**src/rtl/gpio_irq_pkg.sv**
```systemverilog
package gpio_irq_pkg;
  localparam int NUM_COND = 4;

  // condition index; enable register sits at word 4+2c, pending at 5+2c
  typedef enum int {
    C_RISE = 0,
    C_FALL = 1,
    C_HIGH = 2,
    C_LOW  = 3
  } cond_e;

  typedef enum int {
    W_IN_VAL   = 0,
    W_IN_EN    = 1,
    W_OUT_EN   = 2,
    W_OUT_VAL  = 3,
    W_COND_BASE = 4
  } word_e;
endpackage

```
**src/rtl/gpio_sync.sv**
```systemverilog
module gpio_sync #(
  parameter int WIDTH  = 32,
  parameter int STAGES = 2
) (
  input  logic             clk,
  input  logic             rst_n,
  input  logic [WIDTH-1:0] d_async,
  output logic [WIDTH-1:0] q_sync
);
  logic [STAGES-1:0][WIDTH-1:0] chain;

  for (genvar s = 0; s < STAGES; s++) begin : g_stage
    if (s == 0) begin : g_first
      always_ff @(posedge clk or negedge rst_n)
        if (!rst_n) chain[s] <= '0;
        else        chain[s] <= d_async;
    end else begin : g_next
      always_ff @(posedge clk or negedge rst_n)
        if (!rst_n) chain[s] <= '0;
        else        chain[s] <= chain[s-1];
    end
  end

  assign q_sync = chain[STAGES-1];
endmodule

```
**src/rtl/gpio_detect.sv**
```systemverilog
module gpio_detect
  import gpio_irq_pkg::*;
#(
  parameter int WIDTH = 32
) (
  input  logic                              clk,
  input  logic                              rst_n,
  input  logic [WIDTH-1:0]                  level,
  input  logic [WIDTH-1:0]                  listen,
  output logic [NUM_COND-1:0][WIDTH-1:0]    hit
);
  logic [WIDTH-1:0] prev_q;

  always_ff @(posedge clk or negedge rst_n)
    if (!rst_n) prev_q <= '0;
    else        prev_q <= level;

  always_comb begin
    hit[C_RISE] =  level & ~prev_q & listen;
    hit[C_FALL] = ~level &  prev_q & listen;
    hit[C_HIGH] =  level & listen;
    hit[C_LOW]  = ~level & listen;
  end
endmodule

```
**src/rtl/gpio_cond_bank.sv**
```systemverilog
module gpio_cond_bank #(
  parameter int WIDTH = 32
) (
  input  logic             clk,
  input  logic             rst_n,
  input  logic             en_we,
  input  logic             pnd_we,
  input  logic [WIDTH-1:0] wdata,
  input  logic [WIDTH-1:0] hit,
  output logic [WIDTH-1:0] en_q,
  output logic [WIDTH-1:0] pnd_q
);
  logic [WIDTH-1:0] clr_mask;
  logic [WIDTH-1:0] set_vec;

  assign clr_mask = pnd_we ? wdata : '0;
  assign set_vec  = hit & en_q;

  always_ff @(posedge clk or negedge rst_n)
    if (!rst_n) begin
      en_q  <= '0;
      pnd_q <= '0;
    end else begin
      if (en_we) en_q <= wdata;
      // hardware set applied after the clear so it wins a collision
      pnd_q <= (pnd_q & ~clr_mask) | set_vec;
    end

  AST_PEND_NEEDS_EN: assert property (@(posedge clk) disable iff (!rst_n)
    ((pnd_q & ~$past(pnd_q) & ~$past(en_q)) == '0));
  AST_W1C_CLEARS: assert property (@(posedge clk) disable iff (!rst_n)
    ((pnd_q & $past(clr_mask & ~set_vec)) == '0));
  AST_HW_WINS: assert property (@(posedge clk) disable iff (!rst_n)
    ((pnd_q & $past(set_vec)) == $past(set_vec)));
endmodule

```
**src/rtl/gpio_irq_ctrl.sv**
```systemverilog
module gpio_irq_ctrl
  import gpio_irq_pkg::*;
#(
  parameter int NPINS       = 32,
  parameter int ADDR_W      = 6,
  parameter int SYNC_STAGES = 2
) (
  input  logic              clk,
  input  logic              rst_n,
  input  logic              bus_valid,
  input  logic              bus_write,
  input  logic [ADDR_W-1:0] bus_addr,
  input  logic [NPINS-1:0]  bus_wdata,
  output logic [NPINS-1:0]  bus_rdata,
  input  logic [NPINS-1:0]  pin_in,
  output logic [NPINS-1:0]  pin_out,
  output logic [NPINS-1:0]  pin_oe,
  output logic [NPINS-1:0]  irq
);
  localparam int IDX_W = ADDR_W - 2;

  logic [IDX_W-1:0] word_idx;
  logic             aligned, wr_ok, rd_ok;
  logic [NPINS-1:0] lvl_sync;
  logic [NPINS-1:0] ien_q, oen_q, oval_q;
  logic [NPINS-1:0] rd_val;
  logic [NUM_COND-1:0][NPINS-1:0] hit, en_q, pnd_q;
  logic [NUM_COND-1:0] en_we, pnd_we;

  assign word_idx = bus_addr[ADDR_W-1:2];
  assign aligned  = (bus_addr[1:0] == 2'b00);
  assign wr_ok    = bus_valid &  bus_write & aligned;
  assign rd_ok    = bus_valid & ~bus_write & aligned;

  gpio_sync #(.WIDTH(NPINS), .STAGES(SYNC_STAGES)) u_sync (
    .clk(clk), .rst_n(rst_n), .d_async(pin_in), .q_sync(lvl_sync)
  );

  gpio_detect #(.WIDTH(NPINS)) u_detect (
    .clk(clk), .rst_n(rst_n), .level(lvl_sync), .listen(ien_q), .hit(hit)
  );

  for (genvar c = 0; c < NUM_COND; c++) begin : g_cond
    localparam int EN_W  = W_COND_BASE + 2 * c;
    localparam int PND_W = W_COND_BASE + 2 * c + 1;
    assign en_we[c]  = wr_ok && (word_idx == IDX_W'(EN_W));
    assign pnd_we[c] = wr_ok && (word_idx == IDX_W'(PND_W));
    gpio_cond_bank #(.WIDTH(NPINS)) u_bank (
      .clk(clk), .rst_n(rst_n), .en_we(en_we[c]), .pnd_we(pnd_we[c]),
      .wdata(bus_wdata), .hit(hit[c]), .en_q(en_q[c]), .pnd_q(pnd_q[c])
    );
  end

  always_ff @(posedge clk or negedge rst_n)
    if (!rst_n) begin
      ien_q  <= '0;
      oen_q  <= '0;
      oval_q <= '0;
    end else if (wr_ok) begin
      if (word_idx == IDX_W'(W_IN_EN))   ien_q  <= bus_wdata;
      if (word_idx == IDX_W'(W_OUT_EN))  oen_q  <= bus_wdata;
      if (word_idx == IDX_W'(W_OUT_VAL)) oval_q <= bus_wdata;
    end

  always_comb begin
    rd_val = '0;
    if (word_idx == IDX_W'(W_IN_VAL))  rd_val = lvl_sync & ien_q;
    if (word_idx == IDX_W'(W_IN_EN))   rd_val = ien_q;
    if (word_idx == IDX_W'(W_OUT_EN))  rd_val = oen_q;
    if (word_idx == IDX_W'(W_OUT_VAL)) rd_val = oval_q;
    for (int c = 0; c < NUM_COND; c++) begin
      if (word_idx == IDX_W'(W_COND_BASE + 2 * c))     rd_val = en_q[c];
      if (word_idx == IDX_W'(W_COND_BASE + 2 * c + 1)) rd_val = pnd_q[c];
    end
  end

  always_ff @(posedge clk or negedge rst_n)
    if (!rst_n)     bus_rdata <= '0;
    else if (rd_ok) bus_rdata <= rd_val;
    else            bus_rdata <= '0;

  always_comb begin
    irq = '0;
    for (int c = 0; c < NUM_COND; c++) irq = irq | (en_q[c] & pnd_q[c]);
  end

  assign pin_oe  = oen_q;
  assign pin_out = oval_q & oen_q;

  AST_RDATA_IDLE: assert property (@(posedge clk) disable iff (!rst_n)
    $past(!(bus_valid && !bus_write)) |-> (bus_rdata == '0));
endmodule

```
**config.mk**
```make
export PLATFORM = sky130hd
export DESIGN_NAME = gpio_irq_ctrl
export DESIGN_NICKNAME = d
export VERILOG_FILES = /design/src/rtl/gpio_irq_pkg.sv /design/src/rtl/gpio_sync.sv /design/src/rtl/gpio_detect.sv /design/src/rtl/gpio_cond_bank.sv /design/src/rtl/gpio_irq_ctrl.sv
export SDC_FILE = /design/constraint.sdc
export NUM_CORES = 1
export LEC_CHECK = 0
export ABC_CLOCK_PERIOD_IN_PS = 1950
export BUFFER_PORTS_ARGS = -buffer_cell sky130_fd_sc_hd__buf_2
export CORE_MARGIN = 3
export CORE_UTILIZATION = 37
export DETAILED_ROUTE_END_ITERATION = 10
export GPL_TIMING_DRIVEN = 0
export SETUP_SLACK_MARGIN = 0.3
export SLEW_MARGIN = 20
export SYNTH_ARGS = -nofsm -noshare
export SYNTH_HDL_FRONTEND = slang
export SYNTH_SLANG_ARGS = --single-unit
```
**constraint.sdc**
```tcl
create_clock -name clk -period 1.95 [get_ports clk]
set_input_delay 0 -clock clk [delete_from_list [all_inputs] [get_ports clk]]
set_output_delay 0 -clock clk [all_outputs]
set_load 0.02 [all_outputs]
```
==> reports/metrics.sh <==
CRIT_ARRIVAL_NS=2.13
PLACEDCELLCOUNT=2859
CLOCK_SKEW_NS=0.0218
DRC=0
SYNTH_SIMPLE_GATE_AREA_SHARE_PCT=9.64
CRITICAL_PATH.ENDPOINT_TYPE='flop'
YOSYS.AREA_SHARE.ADDER_PCT=0
ROW_COUNT=88
VIAS=17900
HTREEDEPTH=2
GPL.FINAL_WEIGHTED_CONGESTION=0.934
DETAILEDROUTE.FIRSTPASSITERATIONCOUNT=6
RUN_STATUS='complete, but fails checks'
YS.WARNINGS.COUNT=0
POSTSYNTHCELLCOUNT=1889
NETS_IN_THE_SYNTHESIZED_NETLIST=1963
DESIGN.CORE.AREA_UM2=58000
POSTSYNTHREGISTERBITS=480
IO_BUFFER_COUNT=199
TIMING.FINAL.MAX_SLEW_VIOLATIONS=0
TIMING.MAX_CAP.VIOLATIONS=0
DESIGN_AREA_UM2=26500
ROUTED_WL_UM=76300
COMBINATIONAL_FAMILY_WITH_THE_MOST_AREA_AFTER_SYNTHESIS='compound AO/OA/AOI/OAI gates'
CTS_STAGE_HOLD_BUFFER_COUNT=66
AVGSYNTHCELLAREA_UM2=11.6
ANTENNA_FOUND_INITIAL=3
GLOBALROUTE.TOTALOVERFLOW=0
CTS.CLK_SLEW.WORST_PATHS_NS=0.06
NUMBER_OF_PORTS_PLACED_ON_THE_DIE_BOUNDARY=202
SYNTHMUXAREASHARE_PCT=14.4
MAX_CLOCK_FREQ_MHz=596
POST-SYNTH-TOP-AREA-CELL='sky130_fd_sc_hd__dfrtp_1'
CTS.SINK_COUNT=480
FINAL_INSTANCE_COUNT_EXCL_FILLERS=3016
TOP_CELL_TYPE_S_SHARE_OF_SYNTHESIZED_AREA_PCT=55.0
CRITPATHREQUIREDTIME_NS=2.40
FINAL.HOLD.WORST_SLACK_NS=-0.0962
AVERAGE_VIA_COUNT_PER_STANDARD_CELL=5.93
LAYOUT-DRIVE-GT1-SHARE_PCT=28.2
POSTLAYOUTCOREUTIL_PCT=45.6
START_UTIL_PCT=37.6
MIN_PERIOD_OVER_PERIOD_PCT=86.0
FINALHOLDVIOLATIONS=49
SYNTHFLOPTYPE='sky130_fd_sc_hd__dfrtp_1'
CTS_INSERTED_BUFFERS=52
SYNTH_CELL_TYPE_COUNT=51
VDD_DROP_MAX_uV=576
DIE-AREA_UM2=62000
INITIALDRTVIOLATIONCOUNT=2147
CTSLONGESTPATHBUFFERS=3
HOLD_CLASS='in -> async'
LARGEST_NET_DEGREE_AT_THE_START_OF_GLOBAL_ROUTING=95
SETUP_VIOL=0
WL_PER_CELL_UM=25.3
WORSTSKEWPAIRLATENCY_NS=0.60
CTS_TREE='yes'
POSTSYNTH.ASYNCRESETSHARE_PCT=100
GRT_PASS1_WL_UM=114000
DPL_CELL_AREA_UM2=24000
DRT.ANTENNA.VIOLATING_NETS=0
SYNTH_COMPOUND_AREA_SHARE_PCT=17.2
WORST_SLEW_PIN_SLEW_NS=1.16
CRITPATHLAUNCHTYPE='primary input'
POWER_DENSITY_nW_PER_UM2=916
GLOBAL_ROUTE.USAGE.TOTAL_PCT=24.0
WORST_R2R_PATH_DEPTH=5
YOSYS.AREA_SHARE.XOR_XNOR_PCT=0
RSZ_0062_RAISED_AFTER_GLOBAL_ROUTING='yes'
GRT_PASS1_VIAS=18000
LAYOUT_MIN_CYCLE_TIME_NS=1.68
CTS_ROOT_BUFFER='sky130_fd_sc_hd__clkbuf_16'
RELSLEWSLACK_PCT=22.1
FINAL_NETS=2288
VIOLATED_CHECKS='negative hold slack'
PLACE.DETAILED.HPWL_UM=51600
NETLIST_AREA_UM2=21800
SETUP_TNS_NS=0
FLOORPLAN.DIE.WIDTH_UM=249
SYNTH-SEQ-AREA-SHARE_PCT=55.0
SYNTH.TOP_CELLS.BY_AREA='sky130_fd_sc_hd__dfrtp_1, sky130_fd_sc_hd__mux2_2, sky130_fd_sc_hd__a32o_1'
AREAGROWTHSYNTHTOFINISH_PCT=21.2
FILLERS=5314
DIE_HEIGHT_UM=249
EDFF_COUNT_SYNTH=0
CRITPATHKIND='in -> reg'
LEAKAGEPOWER_nW=12.4
INTERNAL_REG_TO_REG_SETUP_SLACK_NS=0.32
CRITPATHMAXFANOUT=10
==> final cells by class <==
type,instances,area [µm²],share of cell area (%)
clock buffers,69,1480,5.58
plain buffers,143,782,2.95
well taps,765,957,3.62
inverters,21,78.8,0.298
multi-input cells,1245,9060,34.2
diodes,1,2.50,0.00945
repair buffers,271,1830,6.92
clock inverters,21,269,1.02
flip-flops and latches,480,12000,45.4
==> path summary, 6_finish.rpt <==
check / startpoint / endpoint
max in group asynchronous: rst_n / bus_rdata[22]
min in group clk: bus_write / bus_rdata[7]
hold reg to reg: u_sync.chain[17] / u_sync.q_sync[17]
hold / removal: rst_n / bus_rdata[1]
setup / recovery: bus_addr[2] / bus_rdata[15]
setup reg to reg: ien_q[31] / bus_rdata[31]
==> worst max-delay path, stage by stage <==
cell and delay (ns):
sky130_fd_sc_hd__buf_2 0.17, sky130_fd_sc_hd__buf_4 0.22, sky130_fd_sc_hd__nand3b_1 0.29, sky130_fd_sc_hd__buf_1 0.66, sky130_fd_sc_hd__nor2_1 0.09, sky130_fd_sc_hd__nor3_1 0.22
sky130_fd_sc_hd__nand3_1 0.13, sky130_fd_sc_hd__a21oi_1 0.33
==> through the flow <==
step	worst slack [ns]	hold WS (ns)	total power (W)
finish	0.272	-0.0962	0.0242
CTS	0.261	-0.101	0.0244
detailed placement	-0.697	-0.0624	0.0140
global route	0.247	-0.0643	0.0251
floorplan	0.512	-0.296	0.0128
global placement	-8.91	0.108	0.0139
==> layer usage <==
metal | share of wire (%) | vias up | track usage, %
li1 | - | 7557 | -
met1 | 42 | 9116 | 32.1
met2 | 45 | 991 | 37.6
met3 | 9.0 | 220 | 6.08
met4 | 3.9 | 6 | 8.80
met5 | 0.047 | - | 0
==> kinds of logic after synthesis <==
family          Yosys count
flops                   480
simple gates            453
mux                     266
compound gates          526
buf+inv                 164
==> power by group <==
part / leakage, nW / switching, W / internal [W] / total [W]
Sequential: 6.37 / 0.000767 / 0.0107 / 0.0115
Combinational: 5.17 / 0.00143 / 0.00114 / 0.00257
Clock: 0.855 / 0.00412 / 0.00608 / 0.0102
Total: 12.4 / 0.00632 / 0.0179 / 0.0242
==> state kept, by name, summed over array words and instances, names as in the netlist <==
register and cells:
bus_rdata 32, g_cond.u_bank.en_q 128, g_cond.u_bank.pnd_q 128, ien_q 32, oval_q 32, pin_oe 32
u_detect.prev_q 32, u_sync.chain 32, u_sync.q_sync 32
==> repair_timing <==
| action | in CTS | in global routing |
|---|---|---|
| setup buffers | 0 | 0 |
| endpoints found under the hold margin | 244 | 49 |
| gates resized for setup | 14 | 28 |
| pin swaps | 0 | 2 |
| setup endpoints to repair | 98 | 95 |
==> layout by cell type, fill, tap and decap left out, types with 53 or more instances in the layout <==
cell type	n
sky130_fd_sc_hd__clkbuf_1	64
sky130_fd_sc_hd__mux2_2	203
sky130_fd_sc_hd__a32o_1	95
sky130_fd_sc_hd__nor2_1	92
sky130_fd_sc_hd__dlygate4sd3_1	66
sky130_fd_sc_hd__a21oi_1	95
sky130_fd_sc_hd__clkbuf_16	53
sky130_fd_sc_hd__nor2b_1	69
sky130_fd_sc_hd__o21ai_0	107
sky130_fd_sc_hd__dfrtp_1	480
sky130_fd_sc_hd__a22oi_1	68
sky130_fd_sc_hd__buf_2	237
sky130_fd_sc_hd__nand2_1	189
==> cell usage after synthesis (7+ instances only) <==
library cell / count
sky130_fd_sc_hd__nor2_1: 93
sky130_fd_sc_hd__a22oi_1: 71
sky130_fd_sc_hd__mux2_4: 35
sky130_fd_sc_hd__buf_2: 45
sky130_fd_sc_hd__clkbuf_1: 69
sky130_fd_sc_hd__a22o_1: 51
sky130_fd_sc_hd__o221ai_1: 7
sky130_fd_sc_hd__mux2_2: 203
sky130_fd_sc_hd__o21ai_0: 107
sky130_fd_sc_hd__nor2b_1: 69
sky130_fd_sc_hd__nor3_1: 20
sky130_fd_sc_hd__buf_6: 15
sky130_fd_sc_hd__mux2i_1: 20
sky130_fd_sc_hd__o22ai_1: 24
sky130_fd_sc_hd__buf_4: 11
sky130_fd_sc_hd__nand3_1: 20
sky130_fd_sc_hd__nand2_1: 191
sky130_fd_sc_hd__a21oi_1: 96
sky130_fd_sc_hd__inv_1: 21
sky130_fd_sc_hd__a32o_1: 95
sky130_fd_sc_hd__dfrtp_1: 480
sky130_fd_sc_hd__o2bb2ai_1: 18
sky130_fd_sc_hd__a211oi_1: 24
sky130_fd_sc_hd__and2_1: 34
No activity file was read; power rests on OpenSTA's default activity.
